## src/rtl/fe_rx_pkg.sv

```systemverilog
package fe_rx_pkg;

    localparam int unsigned GRP_W = 5;
    localparam int unsigned NIB_W = 4;

    localparam logic [GRP_W-1:0] CG_J = 5'b11000;
    localparam logic [GRP_W-1:0] CG_K = 5'b10001;
    localparam logic [GRP_W-1:0] CG_T = 5'b01101;

    typedef struct packed {
        logic             valid;
        logic [NIB_W-1:0] nib;
    } dec_t;

    // 5-bit code group to data nibble; valid is low for control or illegal groups
    function automatic dec_t dec_group(input logic [GRP_W-1:0] g);
        dec_t r;
        r.valid = 1'b1;
        case (g)
            5'b11110: r.nib = 4'h0;
            5'b01001: r.nib = 4'h1;
            5'b10100: r.nib = 4'h2;
            5'b10101: r.nib = 4'h3;
            5'b01010: r.nib = 4'h4;
            5'b01011: r.nib = 4'h5;
            5'b01110: r.nib = 4'h6;
            5'b01111: r.nib = 4'h7;
            5'b10010: r.nib = 4'h8;
            5'b10011: r.nib = 4'h9;
            5'b10110: r.nib = 4'hA;
            5'b10111: r.nib = 4'hB;
            5'b11010: r.nib = 4'hC;
            5'b11011: r.nib = 4'hD;
            5'b11100: r.nib = 4'hE;
            5'b11101: r.nib = 4'hF;
            default: begin
                r.valid = 1'b0;
                r.nib   = '0;
            end
        endcase
        return r;
    endfunction

endpackage

```

## src/rtl/fe_rx_nrzi.sv

```systemverilog
module fe_rx_nrzi (
    input  logic clk,
    input  logic rst_n,
    input  logic line_bit,
    output logic nrz_bit
);

    typedef struct packed {
        logic prev;
        logic nrz;
    } nz_st_t;

    nz_st_t s_d, s_q;

    always_comb begin
        s_d      = s_q;
        s_d.prev = line_bit;
        s_d.nrz  = line_bit ^ s_q.prev;
    end

    always_ff @(posedge clk) begin
        if (!rst_n) s_q <= '0;
        else        s_q <= s_d;
    end

    assign nrz_bit = s_q.nrz;

endmodule

```

## src/rtl/fe_rx_descr.sv

```systemverilog
module fe_rx_descr #(
    parameter int LFSR_W    = 11,
    parameter int TAP_A     = 10,
    parameter int TAP_B     = 8,
    parameter int LOCK_BITS = 32
) (
    input  logic clk,
    input  logic rst_n,
    input  logic scr_bit,
    output logic plain_bit,
    output logic locked
);

    localparam int CNT_W = $clog2(LOCK_BITS + 1);

    typedef struct packed {
        logic [LFSR_W-1:0] lfsr;
        logic [CNT_W-1:0]  cnt;
        logic              locked;
    } ds_st_t;

    ds_st_t s_d, s_q;
    logic   pred;

    assign pred = s_q.lfsr[TAP_A] ^ s_q.lfsr[TAP_B];

    always_comb begin
        s_d = s_q;
        if (s_q.locked) begin
            // free-running key generator
            s_d.lfsr = {s_q.lfsr[LFSR_W-2:0], pred};
        end else begin
            // idle is all ones, so the key bit is the inverted line bit
            s_d.lfsr = {s_q.lfsr[LFSR_W-2:0], ~scr_bit};
            if (pred == ~scr_bit) begin
                if (s_q.cnt == CNT_W'(LOCK_BITS - 1)) begin
                    s_d.locked = 1'b1;
                    s_d.cnt    = '0;
                end else begin
                    s_d.cnt = s_q.cnt + 1'b1;
                end
            end else begin
                s_d.cnt = '0;
            end
        end
    end

    always_ff @(posedge clk) begin
        if (!rst_n) s_q <= '0;
        else        s_q <= s_d;
    end

    assign plain_bit = s_q.locked ? (scr_bit ^ pred) : 1'b1;
    assign locked    = s_q.locked;


    lock_sticky_chk: assert property (@(posedge clk) disable iff (!rst_n)
        s_q.locked |=> s_q.locked);


    lock_cnt_bound_chk: assert property (@(posedge clk) disable iff (!rst_n)
        !s_q.locked |-> (s_q.cnt < CNT_W'(LOCK_BITS)));

endmodule

```

## src/rtl/fe_rx_framer.sv

```systemverilog
module fe_rx_framer
    import fe_rx_pkg::*;
(
    input  logic             clk,
    input  logic             rst_n,
    input  logic             plain_bit,
    input  logic             raw_bit,
    input  logic             locked,
    input  logic             bypass,
    output logic             rx_stb,
    output logic             rx_dv,
    output logic             rx_er,
    output logic [NIB_W-1:0] rxd
);

    localparam int PH_W = $clog2(GRP_W);
    localparam int SH_W = 2 * GRP_W;

    typedef struct packed {
        logic [SH_W-1:0]  sh;
        logic [GRP_W-2:0] raw;
        logic [PH_W-1:0]  ph;
        logic             in_frame;
        logic             stb;
        logic             dv;
        logic             er;
        logic [NIB_W-1:0] rxd;
    } fr_st_t;

    fr_st_t            s_d, s_q;
    logic [SH_W-1:0]   sh_n;
    logic [GRP_W-1:0]  raw_n;
    logic              sof_hit;
    dec_t              dec_w;

    always_comb begin
        s_d     = s_q;
        s_d.stb = 1'b0;
        sh_n    = {s_q.sh[SH_W-2:0], plain_bit};
        raw_n   = {s_q.raw, raw_bit};
        s_d.sh  = sh_n;
        s_d.raw = raw_n[GRP_W-2:0];
        dec_w   = dec_group(sh_n[GRP_W-1:0]);
        sof_hit = !bypass && locked && !s_q.in_frame && (sh_n == {CG_J, CG_K});

        if (sof_hit) begin
            s_d.ph       = '0;
            s_d.in_frame = 1'b1;
        end else if (s_q.ph == PH_W'(GRP_W - 1)) begin
            s_d.ph  = '0;
            s_d.stb = 1'b1;
            if (bypass) begin
                s_d.dv               = 1'b0;
                {s_d.er, s_d.rxd}    = raw_n;
            end else if (s_q.in_frame) begin
                if (sh_n[GRP_W-1:0] == CG_T) begin
                    s_d.in_frame = 1'b0;
                    s_d.dv       = 1'b0;
                    s_d.er       = 1'b0;
                    s_d.rxd      = '0;
                end else if (dec_w.valid) begin
                    s_d.dv  = 1'b1;
                    s_d.er  = 1'b0;
                    s_d.rxd = dec_w.nib;
                end else begin
                    s_d.dv  = 1'b1;
                    s_d.er  = 1'b1;
                    s_d.rxd = '0;
                end
            end else begin
                s_d.dv  = 1'b0;
                s_d.er  = 1'b0;
                s_d.rxd = '0;
            end
        end else begin
            s_d.ph = s_q.ph + 1'b1;
        end

        if (bypass) begin
            s_d.dv       = 1'b0;
            s_d.in_frame = 1'b0;
        end
    end

    always_ff @(posedge clk) begin
        if (!rst_n) s_q <= '0;
        else        s_q <= s_d;
    end

    assign rx_stb = s_q.stb;
    assign rx_dv  = s_q.dv;
    assign rx_er  = s_q.er;
    assign rxd    = s_q.rxd;


    bypass_dv_low_chk: assert property (@(posedge clk) disable iff (!rst_n)
        bypass |=> !s_q.dv);


    stb_gap_chk: assert property (@(posedge clk) disable iff (!rst_n)
        s_q.stb |-> (!$past(s_q.stb, 1) && !$past(s_q.stb, 2) &&
                     !$past(s_q.stb, 3) && !$past(s_q.stb, 4)));


    dv_rise_on_stb_chk: assert property (@(posedge clk) disable iff (!rst_n)
        $rose(s_q.dv) |-> s_q.stb);


    hold_between_stb_chk: assert property (@(posedge clk) disable iff (!rst_n)
        !s_q.stb |-> ($stable(s_q.er) && $stable(s_q.rxd)));

endmodule

```

## src/rtl/fe_rx_decoder.sv

```systemverilog
module fe_rx_decoder #(
    parameter int LOCK_BITS = 32
) (
    input  logic       clk,
    input  logic       rst_n,
    input  logic       line_bit,
    input  logic       bypass,
    output logic       rx_stb,
    output logic       rx_dv,
    output logic       rx_er,
    output logic [3:0] rxd,
    output logic       scr_locked
);

    logic nrz_w;
    logic plain_w;
    logic lock_w;

    fe_rx_nrzi u_nrzi (
        .clk      (clk),
        .rst_n    (rst_n),
        .line_bit (line_bit),
        .nrz_bit  (nrz_w)
    );

    fe_rx_descr #(
        .LFSR_W    (11),
        .TAP_A     (10),
        .TAP_B     (8),
        .LOCK_BITS (LOCK_BITS)
    ) u_descr (
        .clk       (clk),
        .rst_n     (rst_n),
        .scr_bit   (nrz_w),
        .plain_bit (plain_w),
        .locked    (lock_w)
    );

    fe_rx_framer u_framer (
        .clk       (clk),
        .rst_n     (rst_n),
        .plain_bit (plain_w),
        .raw_bit   (nrz_w),
        .locked    (lock_w),
        .bypass    (bypass),
        .rx_stb    (rx_stb),
        .rx_dv     (rx_dv),
        .rx_er     (rx_er),
        .rxd       (rxd)
    );

    assign scr_locked = lock_w;

endmodule

```

## config.mk

```make
export PLATFORM = sky130hd
export DESIGN_NAME = fe_rx_decoder
export DESIGN_NICKNAME = d
export VERILOG_FILES = /design/src/rtl/fe_rx_pkg.sv /design/src/rtl/fe_rx_nrzi.sv /design/src/rtl/fe_rx_descr.sv /design/src/rtl/fe_rx_framer.sv /design/src/rtl/fe_rx_decoder.sv
export SDC_FILE = /design/constraint.sdc
export NUM_CORES = 1
export LEC_CHECK = 0
export BUFFER_PORTS_ARGS = -buffer_cell sky130_fd_sc_hd__buf_2
export CORE_ASPECT_RATIO = 0.6
export CORE_MARGIN = 1.5
export CORE_UTILIZATION = 58
export CTS_BUF_LIST = sky130_fd_sc_hd__clkbuf_16
export DETAILED_ROUTE_END_ITERATION = 8
export GPL_TIMING_DRIVEN = 1
export PLACE_DENSITY = 0.75
export SYNTH_ARGS = -nofsm -noshare
export SYNTH_HDL_FRONTEND = slang
export SYNTH_HIERARCHICAL = 1
export SYNTH_SLANG_ARGS = --single-unit
```

## constraint.sdc

```tcl
create_clock -name clk -period 2.2 [get_ports clk]
set_input_delay 0.22 -clock clk [delete_from_list [all_inputs] [get_ports clk]]
set_output_delay 0.22 -clock clk [all_outputs]
set_load 0.01 [all_outputs]
```

After elaboration in Yosys (flattened, before gate mapping)
Cells that the tools add are included.
{"block": "op_classes", "addsub": 2, "eq_ne": 22, "mux": 18, "bitwise_logic": 6, "n_reduce_logical": 12}
{"operator": "case mux 4 bit (15 select lines)", "count": 1}
{"operator": "== test 5 bit (second input constant)", "count": 11}
{"operator": "== test 5 x 4 -> 1 bit (second input constant)", "count": 6}
{"operator": "two-way mux 6 bit", "count": 5}
{"operator": "OR reduction 16 bit", "count": 1}
{"operator": "== test 10 bit (second input constant)", "count": 1}
{"operator": "two-way mux 1 bit", "count": 10}
{"operator": "two-way mux 8 bit", "count": 1}
{"operator": "adder 6 x 1 -> 6 bit (second input constant)", "count": 1}
{"operator": "== test 6 x 5 -> 1 bit (second input constant)", "count": 1}
{"operator": "two-way mux 5 bit", "count": 1}
{"operator": "AND reduction 2 bit", "count": 2}
{"operator": "OR reduction 2 bit", "count": 2}
{"operator": "adder 3 x 1 -> 3 bit (second input constant)", "count": 1}
{"operator": "== test 3 bit (second input constant)", "count": 1}
{"operator": "logical AND 1 bit", "count": 3}
{"operator": "inverter 1 bit", "count": 3}
{"operator": "OR reduction 3 bit", "count": 1}
{"operator": "XOR 1 bit", "count": 3}
{"operator": "zero test 1 bit", "count": 2}
{"operator": "!= test 2 x 1 -> 1 bit (second input constant)", "count": 1}
{"operator": "nonzero test 2 bit", "count": 1}
{"operator": "== test 1 bit", "count": 1}
{"block": "totals", "reg_bits": 44, "in_bits": 4, "output_inout_bits": 8}

Logic depth before layout (Yosys ltp)
{"block": "logic_depth", "word_depth": 12, "mapped_depth": 7}

Hierarchy
The synthesis kept the hierarchy.
{"mod": "fe_rx_framer", "n_inst": 1, "cells_each": 114, "area_each_um2": 1124.8}
{"mod": "fe_rx_descr", "n_inst": 1, "cells_each": 60, "area_each_um2": 675.6}
{"mod": "fe_rx_nrzi", "n_inst": 1, "cells_each": 5, "area_each_um2": 62.6}

Least setup slack after synthesis
Ideal clock, no wire load.
{"block": "synth_timing", "kind": "reg-to-reg", "startpoint": "register u_nrzi.s_q, in the netlist u_nrzi/nrz_bit", "endpoint": "register u_framer.s_q, in the netlist u_framer/rx_dv", "arrival_ps": 1935, "required_time_ps": 2134, "setup_slack_ps": 199, "path_stages_with_launch": 8, "synth_period_minus_slack_ps": 2001, "path_cell_list": "dfxtp_1 > xor3_2 > or2b_1 > and4bb_1 > nand4_2 > buf_6 > or3b_1 > a21oi_2"}
{"block": "synth_between", "elab_chain_len": 6}
{"item": "start: declaration", "line": "fe_rx_nrzi.sv:13", "text": "nz_st_t s_d, s_q;"}
{"item": "start signal: assignment", "line": "fe_rx_nrzi.sv:22", "text": "if (!rst_n) s_q <= '0;"}
{"item": "start signal: assignment", "line": "fe_rx_nrzi.sv:23", "text": "else s_q <= s_d;"}
{"item": "XOR 1 bit (*)", "line": "fe_rx_descr.sv:53", "text": "assign plain_bit = s_q.locked ? (scr_bit ^ pred) : 1'b1;"}
{"item": "two-way mux 1 bit (*)", "line": "fe_rx_descr.sv:53"}
{"item": "net plain_w", "line": "fe_rx_decoder.sv:16", "text": "logic plain_w;"}
{"item": "== test 5 x 4 -> 1 bit / == test 10 bit (equally long branches)", "line": "fe_rx_framer.sv:56, fe_rx_framer.sv:44"}
{"item": "two-way mux 6 bit / logical AND 1 bit (equally long branches)", "line": "fe_rx_framer.sv:56, fe_rx_framer.sv:44"}
{"item": "two-way mux 6 bit / inverter 1 bit (equally long branches)"}
{"item": "two-way mux 6 bit / AND reduction 2 bit (equally long branches)"}
{"item": "end signal: assignment", "line": "fe_rx_framer.sv:86", "text": "if (!rst_n) s_q <= '0;"}
{"item": "end signal: assignment", "line": "fe_rx_framer.sv:87", "text": "else s_q <= s_d;"}
{"item": "end: declaration", "line": "fe_rx_framer.sv:30", "text": "fr_st_t s_d, s_q;"}
The timed path passes the listed nets; every way through them passes the cells marked *.
A chain may end at the register's enable or synchronous reset.

Worst setup path in the final report
Same ends and word-level chain as after synthesis.

==> results.md <==
* Status: finished clean
* VDD IR-drop max at 0.477 mV
* Clock power frac at between 40% and 50%
* Vias in the first global route at about 1.1k
* # diodes at 0
* Synth Warn # at 6
* Cells on Worst Hold Path at 2
* WHS at 0.179 ns
* CP Launch Type: register
* Sum of routed wire segments on met1 at about 1.6 mm
* Final Wtd Congestion at 0.821
* Worst slew margin at 67.7%
* Crit path max fanout at 7
* Area Overhead vs Synth at 10.1%
* Prevailing post-synth register cell: dfxtp_1
* Worst endpoint data arrival time at 2.31 ns
* Largest delay share family, worst path: simple AND/OR/NAND/NOR gates
* Tightest Pin Transition at around 0.48 ns
* CTS tree: built
* WL/cell at 13.9 um
* Initial DRC Count at 96
* Die X at 76.2 um
* Sw frac at roughly 20%
* Power Density at 855 mW/mm^2
* Comb pwr share at 5.1%
* Post-Route WL at approximately 3.2 mm
* R2r setup slk at 0.11 ns
* Fillers at between 200 and 250
* Fin. max-slew vios at 0
* Int Power at between 1 and 1.5 mW
* Static leakage at about 0.9 nW
* Core box area at 0.00297 mm^2
* Critical path's slowest cell: xor3_2
* Hold-fix buffers, CTS at 0
* Path depth of the worst reg2reg path at 6
* GRT overflow at 0
* Crit. End Element: register
* Avg Vias per Cell at 5.40
* Switching power at between 0.3 and 0.4 mW
* Initial antenna violation count at 0
* Clk root buf: clkbuf_16
* Setup Total Neg Slack at 0 ns
* Die area at between 0.003 and 0.004 mm^2
* CTS clk-pin slew, worst paths at 0.06 ns
* H-Tree Depth at 2
* Nets at 191
* Min Clock Period, post-route at between 2 and 2.5 ns
* CP Data Required Time at 2.42 ns
* Clock sinks at 44
* Crit share post-route at a little over nine tenths
* # DRC at 0
* Share of cells above drive strength 1 at between 20 and 25%
* Die height at 46.9 um
* First-pass GRT wire length at roughly 5.3 mm
* CP Cell Sequence: xor3_2 > or2b_1 > and4bb_1 > nand4_2 > or3b_1 > a21oi_2
* Async S/R FF share, synth at 0%
* Setup bufs post-CTS at 0
* #FFs+latches synth at 44
* Min-delay src: line_bit
* Pre-antenna DRT Iters at 4
* Num rows at 15
* Unrepaired setup endpoints after global routing: no
* Met3 wire len at about 160 um
* Netlist cell types at 54
* Min-Delay Endpoint: u_nrzi/s_q[1]$_SDFF_PN0_
* Netlist Area Pre-Place at between 0.0015 and 0.002 mm^2
* Seq pwr share at between 40% and 50%
* Cell count after synthesis at approximately 180
* Routed length on met2 at 1.37 mm
* Highest Signal Layer: met4
* Cell Area, Placed at around 0.0019 mm^2
* Largest net degree at the start of global routing at 37
* CTS Buf Count at 5
* # setup viols final at 0
* Slowest stage delay, CP at 0.48 ns
* Total global routing track utilization at between 20% and 30%
* Detail Route Antenna Nets at 0
* Final hold vios at 0
* MaxCap Viol Count at 0
* Design area at a little over 0.002 mm^2
* Register area share after synthesis at between 40% and 50%
* Crit Path Class: reg -> reg
* # IOs at 12
* R2r startpoint: u_nrzi/nrz_bit$_SDFF_PN0_
* Post-synth EDFFs at 0
* Clock skew at slightly above 0.006 ns
* Fmax at about 0.48 GHz
* Clock buffer depth at 2
* Initial Util at between 60% and 70%
* Syn_nets at 186
* Reg-to-Reg End: u_framer/rx_dv$_SDFFE_PP0P_
* Post-DP HPWL at 2.14 mm
* Clock latency on the worst-skew pair at between 0.2 and 0.3 ns
* HP Class: in -> reg
* Via count at around 1.2k
* Port Buffers at 11
* Syn Area/Cell at 10.4 um^2
* Post-CTS Resized at 0
* WP buf/inv at 0
## per-layer routing
| metal | GRT usage, % | up-vias |
|---|---|---|
| li1 | - | 626 |
| met1 | 27.3 | 574 |
| met2 | 31.4 | 21 |
| met3 | 6.41 | 5 |
| met4 | 10.4 | 0 |
| met5 | 0 | - |
## cell usage after synthesis (2+ instances only)
library cell | count | share of area, %
ha_1 | 3 | 2.0
a21boi_0 | 3 | 1.2
xnor2_1 | 2 | 0.94
and2_1 | 24 | 8.1
dfxtp_1 | 44 | 47
o2111ai_1 | 3 | 1.4
and2_2 | 2 | 0.81
buf_4 | 5 | 2.0
buf_2 | 3 | 0.81
and3b_2 | 2 | 1.1
nand2_1 | 8 | 1.6
xor2_1 | 4 | 1.9
clkbuf_1 | 4 | 0.81
a21oi_1 | 5 | 1.3
o211a_1 | 3 | 1.6
and4bb_1 | 2 | 1.3
nor2_2 | 2 | 0.67
o21ai_0 | 3 | 0.81
nand3_1 | 2 | 0.54
nor2_1 | 11 | 2.2
buf_6 | 3 | 1.8
inv_1 | 7 | 1.4
nand4_1 | 3 | 1.0
## power by group through the flow
stage	registers [mW]	logic [mW]	clock network (mW)
floorplan	0.852	0.0810	0
finish	0.844	0.0888	0.821
global placement	0.859	0.0849	0
detailed placement	0.861	0.0885	0
global route	0.848	0.0987	0.872
CTS	0.844	0.0899	0.839
## stage by stage
step,power [mW],setup WS (ns),std cells,utilization [%]
5_1_grt,1.82,0.0105,227,69.2
3_5_place_dp,0.950,0.126,219,63.5
6_report,1.75,0.111,227,69.2
3_3_place_gp,0.944,0.205,219,63.5
4_1_cts,1.77,0.112,227,69.2
2_1_floorplan,0.933,0.199,179,-
## how the worst max path moves through the flow
stage                                       end  depth (start not counted)  slack, ns                       from
floorplan           u_framer/rx_dv$_SDFFE_PP0P_                          7       0.20  u_nrzi/nrz_bit$_SDFF_PN0_
global placement    u_framer/rx_dv$_SDFFE_PP0P_                          6       0.20  u_nrzi/nrz_bit$_SDFF_PN0_
detailed placement  u_framer/rx_dv$_SDFFE_PP0P_                          6       0.13  u_nrzi/nrz_bit$_SDFF_PN0_
CTS                 u_framer/rx_dv$_SDFFE_PP0P_                          6       0.11  u_nrzi/nrz_bit$_SDFF_PN0_
global route        u_framer/s_q[10]$_SDFF_PP0_                          7       0.01  u_nrzi/nrz_bit$_SDFF_PN0_
finish              u_framer/rx_dv$_SDFFE_PP0P_                          6       0.11  u_nrzi/nrz_bit$_SDFF_PN0_
## sequential cells by signal (all words and copies together) (netlist names)
name / flops
u_nrzi/nrz_bit: 1
u_framer/rx_dv: 1
u_framer/rxd: 4
u_framer/s_d: 9
u_framer/s_q: 4
u_framer/rx_stb: 1
u_descr/s_q: 17
u_descr/locked: 1
u_framer/raw_n: 4
u_framer/rx_er: 1
u_nrzi/s_q: 1
## cell type report
type	count	area [um^2]	area share, %
Clock buffer	5	125	6.10
Clock inverter	3	42.5	2.07
Inverter	7	26.3	1.28
Multi-Input combinational cell	113	855	41.6
Sequential cell	44	881	42.9
Tap cell	42	52.6	2.56
Timing Repair Buffer	13	70.1	3.41
## cell usage in the layout, fill, tap and decap left out, types with 4 or more instances in the layout
master      n
a21oi_1     5
and2_1     24
buf_2      11
clkbuf_16   5
dfxtp_1    44
inv_1       7
nand2_1     8
nor2_1     11
xor2_1      4
## logic make-up after synthesis
group | Yosys count | share of synthesized area (%)
flops | 44 | 47.3
fa+ha+maj | 3 | 2.01
buf+inv | 22 | 6.85
compound gates | 29 | 13.2
xor+xnor | 7 | 4.16
simple gates | 73 | 26.0
mux | 1 | 0.537
No activity file was read; power rests on OpenSTA's default activity.
